--- src/rtl/wdg_pkg.sv ---
package wdg_pkg;

    localparam logic [7:0] KEY_ARM  = 8'h5A;
    localparam logic [7:0] KEY_FIRE = 8'hA5;

    typedef enum logic {
        UL_IDLE  = 1'b0,
        UL_ARMED = 1'b1
    } unlock_st_e;

    typedef struct packed {
        logic stage1;
        logic rst_pulse;
        logic sticky;
    } esc_state_t;

    // Overflow period for a select code: each step is four times longer.
    function automatic int unsigned period_cycles(input int unsigned base_log2,
                                                  input logic [1:0]  sel);
        int unsigned sh;
        sh = base_log2 + 2 * 32'(sel);
        return 32'd1 << sh;
    endfunction

endpackage

--- src/rtl/wdg_unlock.sv ---
module wdg_unlock
    import wdg_pkg::*;
(
    input  logic       clk,
    input  logic       rst,
    input  logic       clr_we,
    input  logic [7:0] clr_data,
    output logic       svc
);
    unlock_st_e st;

    always_comb svc = (st == UL_ARMED) && clr_we && (clr_data == KEY_FIRE);

    always_ff @(posedge clk) begin
        if (rst)
            st <= UL_IDLE;
        else if (clr_we)
            st <= (clr_data == KEY_ARM) ? UL_ARMED : UL_IDLE;
    end

    // the sequence can only become pending through an unlock write
    assert_arm_source_R6: assert property (@(posedge clk) disable iff (rst)
        $rose(st == UL_ARMED) |-> $past(clr_we && clr_data == KEY_ARM));
endmodule

--- src/rtl/wdg_counter.sv ---
module wdg_counter
    import wdg_pkg::*;
#(
    parameter int unsigned BASE_LOG2 = 12,
    localparam int unsigned CNT_W    = BASE_LOG2 + 6
) (
    input  logic       clk,
    input  logic       rst,
    input  logic [1:0] period_sel,
    input  logic       svc,
    output logic       ovf
);
    logic [CNT_W-1:0] cnt;
    logic [CNT_W-1:0] lim;
    logic [1:0]       sel_q;
    logic             at_lim;

    always_comb begin
        lim    = CNT_W'(period_cycles(BASE_LOG2, sel_q) - 1);
        at_lim = (cnt == lim);
        ovf    = at_lim && !svc;
    end

    always_ff @(posedge clk) begin
        if (rst) begin
            cnt   <= '0;
            sel_q <= '0;
        end else begin
            if (cnt == '0)
                sel_q <= period_sel;
            if (svc || at_lim)
                cnt <= '0;
            else
                cnt <= cnt + 1'b1;
        end
    end

    // the count never passes the selected terminal value
    assert_cnt_bound_R2: assert property (@(posedge clk) disable iff (rst)
        cnt <= lim);
    // a service leaves the count at zero
    assert_svc_zero_R5: assert property (@(posedge clk) disable iff (rst)
        svc |=> (cnt == '0));
    // the latched select holds while a period runs
    assert_sel_hold_R7: assert property (@(posedge clk) disable iff (rst)
        (cnt != '0) |=> $stable(sel_q));
endmodule

--- src/rtl/wdg_escalate.sv ---
module wdg_escalate
    import wdg_pkg::*;
(
    input  logic clk,
    input  logic rst,
    input  logic ovf,
    input  logic svc,
    input  logic sts_clr,
    output logic nmi_req,
    output logic rst_req,
    output logic wdt_rst_flag
);
    esc_state_t st;
    logic       second;

    always_comb second = ovf && st.stage1 && !svc;

    always_ff @(posedge clk) begin
        if (rst) begin
            st <= '0;
        end else begin
            st.rst_pulse <= second;
            if (svc)
                st.stage1 <= 1'b0;
            else if (ovf)
                st.stage1 <= !st.stage1;
            if (second)
                st.sticky <= 1'b1;
            else if (sts_clr)
                st.sticky <= 1'b0;
        end
    end

    always_comb begin
        nmi_req      = st.stage1;
        rst_req      = st.rst_pulse;
        wdt_rst_flag = st.sticky;
    end

    // first overflow raises the interrupt request
    assert_nmi_first_R3: assert property (@(posedge clk) disable iff (rst)
        (ovf && !nmi_req) |=> nmi_req);
    // second overflow resets and restarts escalation
    assert_rst_second_R4: assert property (@(posedge clk) disable iff (rst)
        (ovf && nmi_req) |=> (rst_req && !nmi_req));
    // reset request is one cycle wide
    assert_rst_pulse_R4: assert property (@(posedge clk) disable iff (rst)
        rst_req |=> !rst_req);
    // sticky flag is present whenever a reset is requested
    assert_flag_set_R8: assert property (@(posedge clk) disable iff (rst)
        rst_req |-> wdt_rst_flag);
    // a service drops the interrupt request
    assert_svc_clears_R5: assert property (@(posedge clk) disable iff (rst)
        svc |=> !nmi_req);
endmodule

--- src/rtl/wdt_two_stage.sv ---
module wdt_two_stage
    import wdg_pkg::*;
#(
    parameter int unsigned BASE_LOG2 = 12
) (
    input  logic       clk,
    input  logic       rst,
    input  logic [1:0] period_sel,
    input  logic       clr_we,
    input  logic [7:0] clr_data,
    input  logic       sts_clr,
    output logic       nmi_req,
    output logic       rst_req,
    output logic       wdt_rst_flag
);
    logic svc;
    logic ovf;

    wdg_unlock u_unlock (
        .clk      (clk),
        .rst      (rst),
        .clr_we   (clr_we),
        .clr_data (clr_data),
        .svc      (svc)
    );

    wdg_counter #(.BASE_LOG2(BASE_LOG2)) u_counter (
        .clk        (clk),
        .rst        (rst),
        .period_sel (period_sel),
        .svc        (svc),
        .ovf        (ovf)
    );

    wdg_escalate u_escalate (
        .clk          (clk),
        .rst          (rst),
        .ovf          (ovf),
        .svc          (svc),
        .sts_clr      (sts_clr),
        .nmi_req      (nmi_req),
        .rst_req      (rst_req),
        .wdt_rst_flag (wdt_rst_flag)
    );

    // service and overflow never both reach escalation
    assert_svc_wins_R9: assert property (@(posedge clk) disable iff (rst)
        !(svc && ovf));
endmodule

--- config.mk ---
export PLATFORM = sky130hd
export DESIGN_NAME = wdt_two_stage
export DESIGN_NICKNAME = d
export VERILOG_FILES = /design/src/rtl/wdg_pkg.sv /design/src/rtl/wdg_unlock.sv /design/src/rtl/wdg_counter.sv /design/src/rtl/wdg_escalate.sv /design/src/rtl/wdt_two_stage.sv
export SDC_FILE = /design/constraint.sdc
export NUM_CORES = 1
export LEC_CHECK = 0
export BUFFER_PORTS_ARGS = -buffer_cell sky130_fd_sc_hd__buf_2
export CAP_MARGIN = 25
export CORE_MARGIN = 2
export CORE_UTILIZATION = 55
export DETAILED_ROUTE_END_ITERATION = 10
export PLACE_DENSITY = 0.77
export SLEW_MARGIN = 20
export SYNTH_ARGS = -nofsm -noshare
export SYNTH_HDL_FRONTEND = slang
export SYNTH_SLANG_ARGS = --single-unit
--- constraint.sdc ---
create_clock -name clk -period 2.5 [get_ports clk]
set_clock_uncertainty 0.05 [all_clocks]
set_input_delay 0.25 -clock clk [delete_from_list [all_inputs] [get_ports clk]]
set_output_delay 0.25 -clock clk [all_outputs]
set_load 0.02 [all_outputs]
Word-level counts from Yosys, hierarchy flattened. Index checks and enable logic that the tools add are counted.

Output and inout bits: 3. Bits of input ports: 14. Bits in latches: 0. RAM bits: 0. Bits in read-only memories: 0. Logic and storage cells: 28. Memories: 0. Flip-flop bits (word level): 24.

Div/mod/pow operators: 0. Eq/ne operators: 3. Shift-type cells: 1. Reduce and logical (&&, ||, !) cells: 12. Multiply operators: 0. $add $sub $neg: 3. Multiplexer cells: 3. $lt $le $gt $ge: 0. Bitwise gates (word level): 0.

Operator list (number): left shift 1 x 32 -> 18 bit (first input constant) (1); adder 18 x 1 -> 18 bit (second input constant) (1); == test 18 bit (1); zero test 18 bit (1); subtractor 18 x 1 -> 18 bit (second input constant) (1); == test 8 x 7 -> 1 bit (second input constant) (1); == test 8 bit (second input constant) (1); adder 4 x 3 -> 5 bit (first input constant) (1); logical AND 1 bit (5); OR reduction 2 bit (2); 2-to-1 mux 1 bit (3); zero test 1 bit (2); nonzero test 2 bit (1); logical OR 1 bit (1).

Depth between registers and ports, before layout. Gate-level depths: netlist of run 1.

Depth after elaboration: 8. Depth in mapped cells: 6. Gate-level depth less buffers: 6.

Hierarchy. A second synthesis of run 1 with hierarchy kept.

Cell total of the unflattened synthesis: 141. Area, all modules: 1249.9 um2.

By module, submodules not included: wdg_counter (cells an instance 122, seq. area each 400.4 um2, instances 1, area an instance 1054.8 um2); wdg_escalate (cells an instance 9, seq. area each 60.1 um2, instances 1, area an instance 98.8 um2); wdg_unlock (cells an instance 10, seq. area each 20.0 um2, instances 1, area an instance 96.3 um2).

Worst setup path before layout of run 1. Ideal clock, no wire load.

Kind: register to register. Start: reg u_counter.cnt[0]. End: reg u_counter.cnt[16]. Stages on the path, launching flop included: 6. Arrival: 1.643 ns. Data required time: 2.370 ns. Setup slack: 0.727 ns. Library setup time: 0.080 ns. Period minus slack after synthesis: 1.773 ns. Buffers on the path: 0. Cells stage by stage: dfxtp_1 -> ha_1 -> nand2_1 -> or4_4 -> or3_1 -> a211oi_2.

Longest elaborated chain between the ends: 3. Elaborated cells on any way between the ends: 4. Classes of those cells: add/sub: 1; eq/ne: 1; reduce/logical: 2.

Ends and longest elaborated chain: from (decl) (RTL line wdg_counter.sv:13) `logic [CNT_W-1:0] cnt;`; from (signal assigned) (RTL line wdg_counter.sv:34) `cnt <= cnt + 1'b1;`; branches (longest 3 deep; another with adder 18 x 1 -> 18 bit).

Several ways; the timed one is not identified. A chain may end at the register's enable or synchronous reset.

Final worst setup path of run 1.
Start: reg u_counter.cnt[12]. End: reg u_escalate.st (netlist bit u_escalate.nmi_req).

Longest elaborated chain between the ends: 2.

Ends and longest elaborated chain: == test 18 bit (RTL line wdg_counter.sv:20) `at_lim = (cnt == lim);`; logical AND 1 bit (RTL line wdg_counter.sv:21) `ovf = at_lim && !svc;`; to (decl) (RTL line wdg_escalate.sv:13) `esc_state_t st;`.

No other way between the ends.

==> metrics.yaml, run 1 <==
drt:
  routed_wl_um: 2606
  drtIter0Drc: 16
  drc: 0
  drt_pre_antenna_iters: 6
  route.vias.total: 1133
  wire_per_inst_um: 13.64
  via_per_inst: 5.932
  ant_nets: 0
pwr:
  power_density_mw_per_mm2: 437.2
  p_leak_nw: 0.5076
  ir_drop_uv: 286.9
cts:
  cts_buffer_depth: 2
  clock-sinks: 24
  cts_buffers: 3
  cts_hold_buf: 0
  cts_tree: "done"
  cts-resized-gates: 0
  htree_num_levels: 1
  post_cts_buffers: 0
  insertion_delay_ns: 0.31
  clk_pin_slew_ns: 0.13
  clockRootBuffer: "clkbuf_4"
setup_path:
  r2r_slack_ns: 0.57
  critPathMaxFanout: 7
  cpMaxStageDelayCell: "a2111oi_0"
  critical_path_class: "reg -> reg"
  cp.required_ns: 2.66
  critical_path_arrival_ns: 2.09
  critical_path.startpoint_type: "flip-flop"
  path_cells: "nor4_2 -> a32oi_1 -> a2111oi_0 -> mux2_1"
  cp-end-kind: "flip-flop"
  max_stage_delay_ns: 0.50
layout:
  multiInputGateArea_um2: 767.0
  area_growth_pct: 11.73
  n_antenna_cell: 0
  final_cells: 191
  seqCellArea_um2: 480.5
  fillCellCount: 208
  fin_nets: 182
  drive_above_1_share_pct: 20.25
floorplanning:
  fp.dieH_um: 52.24
  rows: 17
  fp.dieArea_mm2: 0.002729
  coreArea_mm2: 0.002212
  io_pins: 17
  initial_core_util_pct: 57.86
  fp.dieW_um: 52.24
yosys:
  synth_area_leader_cell: "dfxtp_1"
  postSynthCellCount: 146
  synthSimpleGateAreaFrac_pct: 34.12
  synthDistinctLibCells: 37
  synth_area_per_cell_um2: 8.767
  netlist_top_cells_count: "dfxtp_1 (24), nor3_1 (17), nor2_1 (10), xnor2_1 (10), nand3_1 (9)"
  ys_seq_elements: 24
  yosys.area_share.xor_xnor_pct: 7.527
  synth_edf_count: 0
  synth.most_common_cell: "dfxtp_1"
  synth_compound_area_share_pct: 13.49
  async_flop_share_pct: 0
  synth.top_cells.by_area: "dfxtp_1 (38%), xnor2_1 (6.8%), nor3_1 (6.6%), a211oi_2 (4.9%), nand3_1 (3.5%)"
  yosys.area.top_type_share_pct: 37.54
  synthAdderAreaFrac_pct: 2.933
  syn-cell-area_mm2: 0.001280
  yosys_warnings: 0
  yosysSeqAreaShare_pct: 37.54
  synthFlopType: "dfxtp_1"
  synthMuxAreaShare_pct: 0.8798
  synth_top_family_by_area: "simple AND/OR/NAND/NOR gates"
  syn_nets: 163
timing:
  slew_viol_final: 0
  maxSlewHeadroom_pct: 68.46
  clock.fmax_mhz: 517.3
  tightestPinTransition_ns: 0.4688
  setup_violations: 0
  min_period_ns: 1.933
  post-route-period-util_pct: 77.33
  finalSetupTns_ns: 0
  hold_viol: 0
  rsz0062_at_grt: "no"
global_routing:
  grt_max_degree: 13
  grt_usage_pct: 22.09
  grt_pass1_vias: 1013
  grt_pass1_wl_um: 4464
  antenna_found_initial: 0
  overflow: 0
flow_run:
  max-cap-violations: 0
status:
  outcome: "complete, no violations"
place:
  dp_hpwl_um: 1989
  portBuffers: 16
  dp.cells: 188
  place_congestion: 0.8260
worst_hold_path:
  hp-class: "in -> reg"
[cell usage in the layout, fill, tap and decap left out, types with 5 or more instances in the layout]
| master | instances |
|---|---|
| xnor2_1 | 10 |
| inv_1 | 6 |
| nor2_1 | 10 |
| buf_2 | 16 |
| or3_1 | 5 |
| dfxtp_1 | 24 |
| and3_1 | 7 |
| nor3_1 | 17 |
| nand2_1 | 8 |
| nand3_1 | 9 |
| a211oi_2 | 5 |
| o21ai_0 | 7 |
[sequential cells by signal (all words and copies together), names as in the netlist]
register,cells
u_escalate.wdt_rst_flag,1
u_escalate.nmi_req,1
u_unlock.st,1
u_escalate.rst_req,1
u_counter.cnt,18
u_counter.sel_q,2
[logic make-up (layout without fill, tap and decap cells)]
kind of cell             count (synthesis)  in the layout
flip-flops                              24             24
AO/OA/AOI/OAI                           21             21
XOR/XNOR                                11             11
buffers and inverters                   11             28
multiplexers                             1              1
adder cells (fa/ha/maj)                  3              3
AND/OR/NAND/NOR                         75             75
[power by group]
group          total (mW)  internal, mW  switching, mW
clock network       0.168        0.0564          0.112
logic              0.0579        0.0272         0.0307
registers           0.399         0.390        0.00970
total               0.625         0.473          0.152
[area by class of cell]
type                            instances  area share, %
Clock buffer                            3          1.575
Inverter                                6          1.575
Multi-Input combinational cell        111          53.63
Sequential cell                        24          33.60
Tap cell                               28          2.450
Timing Repair Buffer                   19          7.174
[per-stage QoR]
stage	hold slack [ns]	total power, mW	util, %	cell area [um2]	setup WS (ns)
3_3_place_gp	0.4048	0.4610	63.63	1408	0.6291
4_1_cts	0.08352	0.6302	64.65	1430	0.5564
3_5_place_dp	0.4124	0.4655	63.63	1408	0.5764
2_1_floorplan	0.2691	0.4413	-	1280	0.7269
5_1_grt	0.09968	0.6537	64.65	1430	0.4035
6_report	0.09099	0.6252	64.65	1430	0.5668
[worst paths after layout]
check,from,endpoint,cells past startpoint
min,rst,u_counter.sel_q[0],2
max reg2reg,u_counter.cnt[12],u_escalate.nmi_req,4
max,u_counter.cnt[12],u_escalate.nmi_req,4
min reg2reg,u_unlock.st,u_unlock.st,2
[critical path: cells and delay by family (launching register included)]
family             cells  cell delay, ns
AOI/OAI and AO/OA      2            0.67
DFF                    1            0.39
muxes                  1            0.36
and+or+nand+nor        1            0.35
[per-layer routing]
| metal | global-route usage [%] | routed length (um) | vias up |
|---|---|---|---|
| met5 | 0 | 0 | - |
| met2 | 37.34 | 1278 | 18 |
| met3 | 2.857 | 74 | 6 |
| met1 | 27.65 | 1200 | 532 |
| met4 | 10.68 | 53 | 0 |
| li1 | - | - | 577 |
No activity file was read; power rests on OpenSTA's default activity.
==> run 2: changes to the inputs <==
- clock period: 2.5 -> 1.9 ns (I/O delays scaled with it)
==> run 2 against run 1 <==
Count of clock-buffer cells in the layout did not move. Power up 32%. Die area unchanged. Global-route usage grew 0.91 points. Largest power group unchanged. Critical path depth unchanged. Sequential cell count unchanged. Utilization up 4.2 points. Sequential power up 32%. Sequential share of layout area fell by 1.4 points. Routed wire length up 4.1%. Highest routed layer unchanged. Critical endpoint unchanged. Setup slack lost 0.48 ns. Design area grew 6.6%.
==> metrics.yaml, run 2 (same netlist as run 1, synthesis figures left out) <==
place:
  portBuffers: 16  # unchanged
  dpl-instance-area_mm2: 0.001475  # was 0.001408 mm2
  dp.cells: 197  # was 188
  place_congestion: 0.8421  # was 0.8260
  pre_cts_ws_ns: -0.01371  # was 0.5764 ns
  dp_hpwl_um: 2094  # was 1989 um
floorplanning:
  fp.dieW_um: 52.24  # unchanged
  coreArea_mm2: 0.002212  # unchanged
  initial_core_util_pct: 57.86  # unchanged
  fp.dieArea_mm2: 0.002729  # unchanged
  rows: 17  # unchanged
  fp.dieH_um: 52.24  # unchanged
  io_pins: 17  # unchanged
pwr:
  p_leak_nw: 0.5587  # was 0.5076 nW
  ir_drop_uv: 437.4  # was 286.9 uV
  power_uw: 825.6  # was 625.2 uW
  power_density_mw_per_mm2: 541.8  # was 437.2 mW/mm2
setup_path:
  cp_num_buf_inv: 0  # unchanged
  cp-end-kind: "flip-flop"  # unchanged
  critical_path.startpoint_type: "flip-flop"  # unchanged
  max_stage_delay_ns: 0.41  # was 0.50 ns
  cp.required_ns: 2.06  # was 2.66 ns
  cp_top_family: "compound AO/OA/AOI/OAI gates"  # unchanged
  critical_path_class: "reg -> reg"  # unchanged
  critical_path_arrival_ns: 1.98  # was 2.09 ns
  cpMaxStageDelayCell: "a2111oi_2"  # was a2111oi_0
  path_cells: "nor4_2 -> a32oi_1 -> a2111oi_2 -> mux2_1"  # was nor4_2 -> a32oi_1 -> a2111oi_0 -> mux2_1
  critPathMaxFanout: 6  # was 7
cts:
  clock-sinks: 24  # unchanged
  cts-resized-gates: 1  # was 0
  post_cts_buffers: 0  # unchanged
  cts_hold_buf: 0  # unchanged
  htree_num_levels: 1  # unchanged
  cts_tree: "done"  # unchanged
  insertion_delay_ns: 0.31  # about the same
  cts_buffers: 3  # unchanged
  clk_pin_slew_ns: 0.12  # was 0.13 ns
  cts_buffer_depth: 2  # unchanged
  clockRootBuffer: "clkbuf_4"  # unchanged
layout:
  largest_register: "u_counter.cnt"  # unchanged
  final_common_cell: "nor3_1"  # was dfxtp_1
  multiInputGateArea_um2: 779.5  # was 767.0 um2
  final_cell_mix: "nor3_1 (17), buf_2 (16), dfxtp_1 (16)"  # was dfxtp_1 (24), nor3_1 (17), buf_2 (16)
  fin_area_mm2: 0.001524  # was 0.001430 mm2
  fin_nets: 191  # was 182
  seqCellArea_um2: 490.5  # was 480.5 um2
  largest_register_ffs: 18  # unchanged
  area_growth_pct: 19.06  # was 11.73%
  final_cells: 200  # was 191
  fillCellCount: 180  # was 208
  n_antenna_cell: 0  # unchanged
  reg.largest.list: "u_counter.cnt: 18 flops, u_counter.sel_q: 2 flops"  # unchanged
  drive_above_1_share_pct: 30.23  # was 20.25%
global_routing:
  antenna_found_initial: 0  # unchanged
  grt_pass1_vias: 1153  # was 1,013
  grt_max_degree: 13  # unchanged
  grt_pass1_wl_um: 4685  # was 4464 um
  grt_usage_pct: 22.99  # was 22.09%
  overflow: 0  # unchanged
timing:
  hold_viol: 0  # unchanged
  whs_ns: 0.03382  # was 0.09099 ns
  setup_violations: 0  # unchanged
  rsz0062_at_grt: "no"  # unchanged
  min_period_ns: 1.814  # was 1.933 ns
  post-route-period-util_pct: 95.48  # was 77.33%
  clock.fmax_mhz: 551.2  # was 517.3 MHz
  tightestPinTransition_ns: 0.4116  # was 0.4688 ns
  slew_viol_final: 0  # unchanged
  worst_slack_ns: 0.08583  # was 0.5668 ns
  maxSlewHeadroom_pct: 72.31  # was 68.46%
drt:
  drc: 0  # unchanged
  route.vias.total: 1171  # was 1,133
  drt_pre_antenna_iters: 4  # was 6
  via_per_inst: 5.855  # was 5.932
  routed_wl_um: 2712  # was 2606 um
  ant_nets: 0  # unchanged
  wire_per_inst_um: 13.56  # was 13.64 um
  drtIter0Drc: 20  # was 16
status:
  outcome: "complete, no violations"  # unchanged
worst_hold_path:
  hp-class: "in -> reg"  # unchanged
flow_run:
  max-cap-violations: 0  # unchanged
-- run 2: cell types whose count changed in the layout (fill, tap and decap cells not counted), sizes merged --
cell  change
buf       +9
-- run 2: where the power goes --
group          total, mW  internal (mW)  switching (mW)
Combinational     0.0805         0.0387          0.0418
Sequential         0.527          0.514          0.0135
Clock              0.218         0.0742           0.144
-- run 2: final timing paths --
check,startpoint,endpoint,slack (ns),cells after the start
max,u_counter.cnt[17],u_escalate.nmi_req,0.09,4
min,rst,u_counter.sel_q[0],0.03,2
max reg2reg,u_counter.cnt[17],u_escalate.nmi_req,0.09,4
min reg2reg,u_counter.cnt[0],u_counter.cnt[0],0.43,1
-- run 2: through the flow --
step / setup TNS (ns) / util, %
detailed placement: -0.01371 / 66.69
CTS: 0 / 67.76
global route: 0 / 68.89
floorplan: 0 / -
global placement: 0 / 66.69
finish: 0 / 68.89
-- run 2: per-layer routing --
metal / up-vias / GRT usage (%) / routed length (um)
met5: - / 0 / 0
met4: 0 / 11.54 / 44
met3: 5 / 2.571 / 60
met2: 19 / 39.66 / 1364
met1: 553 / 28.19 / 1242
li1: 594 / - / -
-- run 2: layout make-up --
cell class	count	area share, %
repair buffers	28	11.41
well taps	28	2.299
inverters	6	1.478
multi-input cells	111	51.15
flip-flops and latches	24	32.18
clock buffers	3	1.478
-- run 2: worst register-to-register path, cell delays in order (launching register included) --
cell       delay, ns
dfxtp_1         0.40
nor4_2          0.35
a32oi_1         0.17
a2111oi_2       0.41
mux2_1          0.35
==> run 3: changes to the inputs <==
- ABC_AREA: not set -> 1
- PLACE_DENSITY: 0.77 -> 0.76
- SKIP_LAST_GASP: not set -> 1
- TNS_END_PERCENT: not set -> 30
==> run 3 against run 2 <==
Setup slack improved by 0.18 ns. Maximum frequency increased by 11%. Final cell count increased by 27%. Largest cell class unchanged. Critical path depth increased by 4. Die area increased by 8.4%. Design area increased by 1.5%. First-iteration DRC count increased by 5.0%. Sequential cell count unchanged. Non-clock buffer count decreased by 12. Utilization decreased by 5.3 points.
==> metrics.yaml, run 3 <==
yosys:
  synth_compound_area_share_pct: 2.509  # was 13.49%
  syn_nets: 222  # was 163
  syn-cell-area_mm2: 0.001396  # was 0.001280 mm2
  postSynthCellCount: 205  # was 146
  synthAdderAreaFrac_pct: 2.688  # was 2.933%
  synth.most_common_cell: "nand2_1"  # was dfxtp_1
  yosys_warnings: 0  # unchanged
  synthMuxAreaShare_pct: 0  # was 0.8798%
  yosysSeqAreaShare_pct: 34.41  # was 37.54%
  synthFlopType: "dfxtp_1"  # unchanged
  ys_seq_elements: 24  # unchanged
  synth.top_cells.by_area: "dfxtp_1 (34%), nand2_1 (9.9%), nor2_1 (9.7%), inv_1 (7.0%), nand3_1 (6.1%)"  # was dfxtp_1 (38%), xnor2_1 (6.8%), nor3_1 (6.6%), a211oi_2 (4.9%), nand3_1 (3.5%)
  synth_top_family_by_area: "simple AND/OR/NAND/NOR gates"  # unchanged
  synthDistinctLibCells: 19  # was 37
  yosys.area.top_type_share_pct: 34.41  # was 37.54%
  netlist_top_cells_count: "nand2_1 (37), nor2_1 (36), inv_1 (26), dfxtp_1 (24), nand3_1 (17)"  # was dfxtp_1 (24), nor3_1 (17), nor2_1 (10), xnor2_1 (10), nand3_1 (9)
  synth_area_per_cell_um2: 6.811  # was 8.767 um2
  async_flop_share_pct: 0  # unchanged
  synthSimpleGateAreaFrac_pct: 41.04  # was 34.12%
  synth_edf_count: 0  # unchanged
  synth_area_leader_cell: "dfxtp_1"  # unchanged
  yosys.area_share.xor_xnor_pct: 9.409  # was 7.527%
drt:
  routed_wl_um: 2844  # was 2712 um
  ant_nets: 0  # unchanged
  drc: 0  # unchanged
  route.vias.total: 1289  # was 1,171
  wire_per_inst_um: 11.20  # was 13.56 um
  drtIter0Drc: 21  # was 20
  drt_pre_antenna_iters: 4  # unchanged
  via_per_inst: 5.075  # was 5.855
cts:
  cts_tree: "done"  # unchanged
  cts-resized-gates: 0  # was 1
  clockRootBuffer: "clkbuf_4"  # unchanged
  insertion_delay_ns: 0.32  # was 0.31 ns
  clock-sinks: 24  # unchanged
  cts_buffers: 3  # unchanged
  post_cts_buffers: 0  # unchanged
  cts_hold_buf: 0  # unchanged
  htree_num_levels: 1  # unchanged
  clk_pin_slew_ns: 0.14  # was 0.12 ns
  cts_buffer_depth: 2  # unchanged
worst_hold_path:
  min_to: "u_unlock.st"  # was u_counter.sel_q[0]
  min-delay-start: "clr_we"  # was rst
  hold_path_depth: 2  # unchanged
  hp-class: "in -> reg"  # unchanged
setup_path:
  cp-end-kind: "flip-flop"  # unchanged
  critical_path.startpoint_type: "flip-flop"  # unchanged
  r2r_start: "u_counter.cnt[0]"  # was u_counter.cnt[17]
  critical_path_class: "reg -> reg"  # unchanged
  setup.worst_path.start: "u_counter.cnt[0]"  # was u_counter.cnt[17]
  r2r-end: "u_counter.cnt[9]"  # was u_escalate.nmi_req
  critPathMaxFanout: 17  # was 6
  cp.required_ns: 2.07  # was 2.06 ns
  rr_worst_depth: 8  # was 4
  critical_path_arrival_ns: 1.80  # was 1.98 ns
  r2r_slack_ns: 0.27  # was 0.09 ns
timing:
  min_period_ns: 1.634  # was 1.814 ns
  hold_viol: 0  # unchanged
  finalSetupTns_ns: 0  # unchanged
  post-route-period-util_pct: 85.99  # was 95.48%
  setup_violations: 0  # unchanged
  whs_ns: 0.02882  # was 0.03382 ns
  tightestPinTransition_ns: 0.2889  # was 0.4116 ns
  rsz0062_at_grt: "no"  # unchanged
  slew_viol_final: 0  # unchanged
  maxSlewHeadroom_pct: 80.59  # was 72.31%
  clock.fmax_mhz: 612.0  # was 551.2 MHz
global_routing:
  gr-usage-met1_pct: 24.33  # was 28.19%
  top_usage_layer: "met2"  # unchanged
  overflow: 0  # unchanged
  met2_usage_pct: 40.76  # was 39.66%
  antenna_found_initial: 0  # unchanged
  grt_pass1_vias: 1165  # was 1,153
  grt_usage_pct: 21.69  # was 22.99%
  grt_max_degree: 18  # was 13
  grt_pass1_wl_um: 4657  # was 4685 um
  use_met3_pct: 3.825  # was 2.571%
floorplanning:
  fp.dieArea_mm2: 0.002958  # was 0.002729 mm2
  fp.dieH_um: 54.39  # was 52.24 um
  io_pins: 17  # unchanged
  coreArea_mm2: 0.002432  # was 0.002212 mm2
  rows: 18  # was 17
  fp.dieW_um: 54.39  # was 52.24 um
  initial_core_util_pct: 57.41  # was 57.86%
layout:
  final_common_cell: "nand2_1"  # was nor3_1
  area_growth_pct: 10.75  # was 19.06%
  largest_register_ffs: 18  # unchanged
  final_util_pct: 63.58  # was 68.89%
  largest_register: "u_counter.cnt"  # unchanged
  fin_nets: 242  # was 191
  final_cell_mix: "nand2_1 (37), nor2_1 (36), inv_1 (26)"  # was nor3_1 (17), buf_2 (16), dfxtp_1 (16)
  n_antenna_cell: 0  # unchanged
  drive_above_1_share_pct: 19.64  # was 30.23%
  reg.largest.list: "u_counter.cnt: 18 flops, u_counter.sel_q: 2 flops"  # unchanged
  fin_area_mm2: 0.001546  # was 0.001524 mm2
  fillCellCount: 227  # was 180
place:
  place_congestion: 0.8899  # was 0.8421
  dpl-instance-area_mm2: 0.001494  # was 0.001475 mm2
  portBuffers: 16  # unchanged
  dp_hpwl_um: 2327  # was 2094 um
pwr:
  ir_drop_uv: 545.9  # was 437.4 uV
  power_density_mw_per_mm2: 648.3  # was 541.8 mW/mm2
  power_mw: 1.003  # was 825.6 uW
  p_leak_nw: 0.6576  # was 0.5587 nW
status:
  outcome: "complete, no violations"  # unchanged
flow_run:
  max-cap-violations: 0  # unchanged
[run 3: cell count changes after synthesis, moves of 5 or more]
cell / previous run / this run
a211oi_2: 5 / 0
and3_1: 7 / 0
inv_1: 6 / 26
nand2_1: 8 / 37
nand2_2: 0 / 5
nand3_1: 9 / 17
nand4_1: 1 / 6
nor2_1: 10 / 36
nor2_2: 0 / 13
nor3_1: 17 / 6
or3_1: 5 / 0
xor2_1: 1 / 9
[run 3: routing by layer]
metal | vias to the layer above | part of all wire [%]
met2 | 24 | 52
met5 | - | 0
li1 | 674 | -
met3 | 6 | 3.1
met1 | 585 | 43
met4 | 0 | 1.2
[run 3: cell type report]
cell class / instances / area (um2) / share of cell area (%)
repair buffers: 16 / 80.08 / 5.178
well taps: 30 / 37.54 / 2.427
multi-input cells: 149 / 777.0 / 50.24
inverters: 31 / 118.9 / 7.686
clock inverters: 1 / 30.03 / 1.942
clock buffers: 3 / 22.52 / 1.456
flip-flops and latches: 24 / 480.5 / 31.07
[run 3: worst max path at each step]
stage	depth (start not counted)	to	slack (ns)
3_5_place_dp	8	u_counter.cnt[14]	0.27
2_1_floorplan	9	u_counter.cnt[0]	0.41
6_report	8	u_counter.cnt[9]	0.27
3_3_place_gp	8	u_counter.cnt[9]	0.33
5_1_grt	8	u_counter.cnt[9]	0.14
4_1_cts	8	u_counter.cnt[9]	0.25
[run 3: stage by stage]
step,cells,setup slack (ns)
after floorplan,205,0.4066
after global placement,250,0.3295
after detailed placement,250,0.2651
after CTS,254,0.2489
after global routing,254,0.1429
final,254,0.2661
[run 3: power breakdown]
group          switching (mW)  internal, mW  leakage (nW)
Clock                   0.159         0.213        0.0279
Combinational          0.0573        0.0391         0.435
Sequential             0.0179         0.516         0.195
[run 3: cell families (layout without fill, tap and decap cells)]
group           count (synthesis)  in the layout
xor+xnor                       15             15
fa+ha+maj                       3              3
flops                          24             24
compound gates                  7              7
buf+inv                        32             51
simple gates                  124            124
[run 3: critical path, stage by stage (launching register included)]
cell and delay (ns):
dfxtp_1 0.51, ha_1 0.22, nand3_1 0.08, nor2_1 0.11
nand3_1 0.08, nor2_2 0.14, nor2_2 0.07, inv_4 0.18
nor2_1 0.08
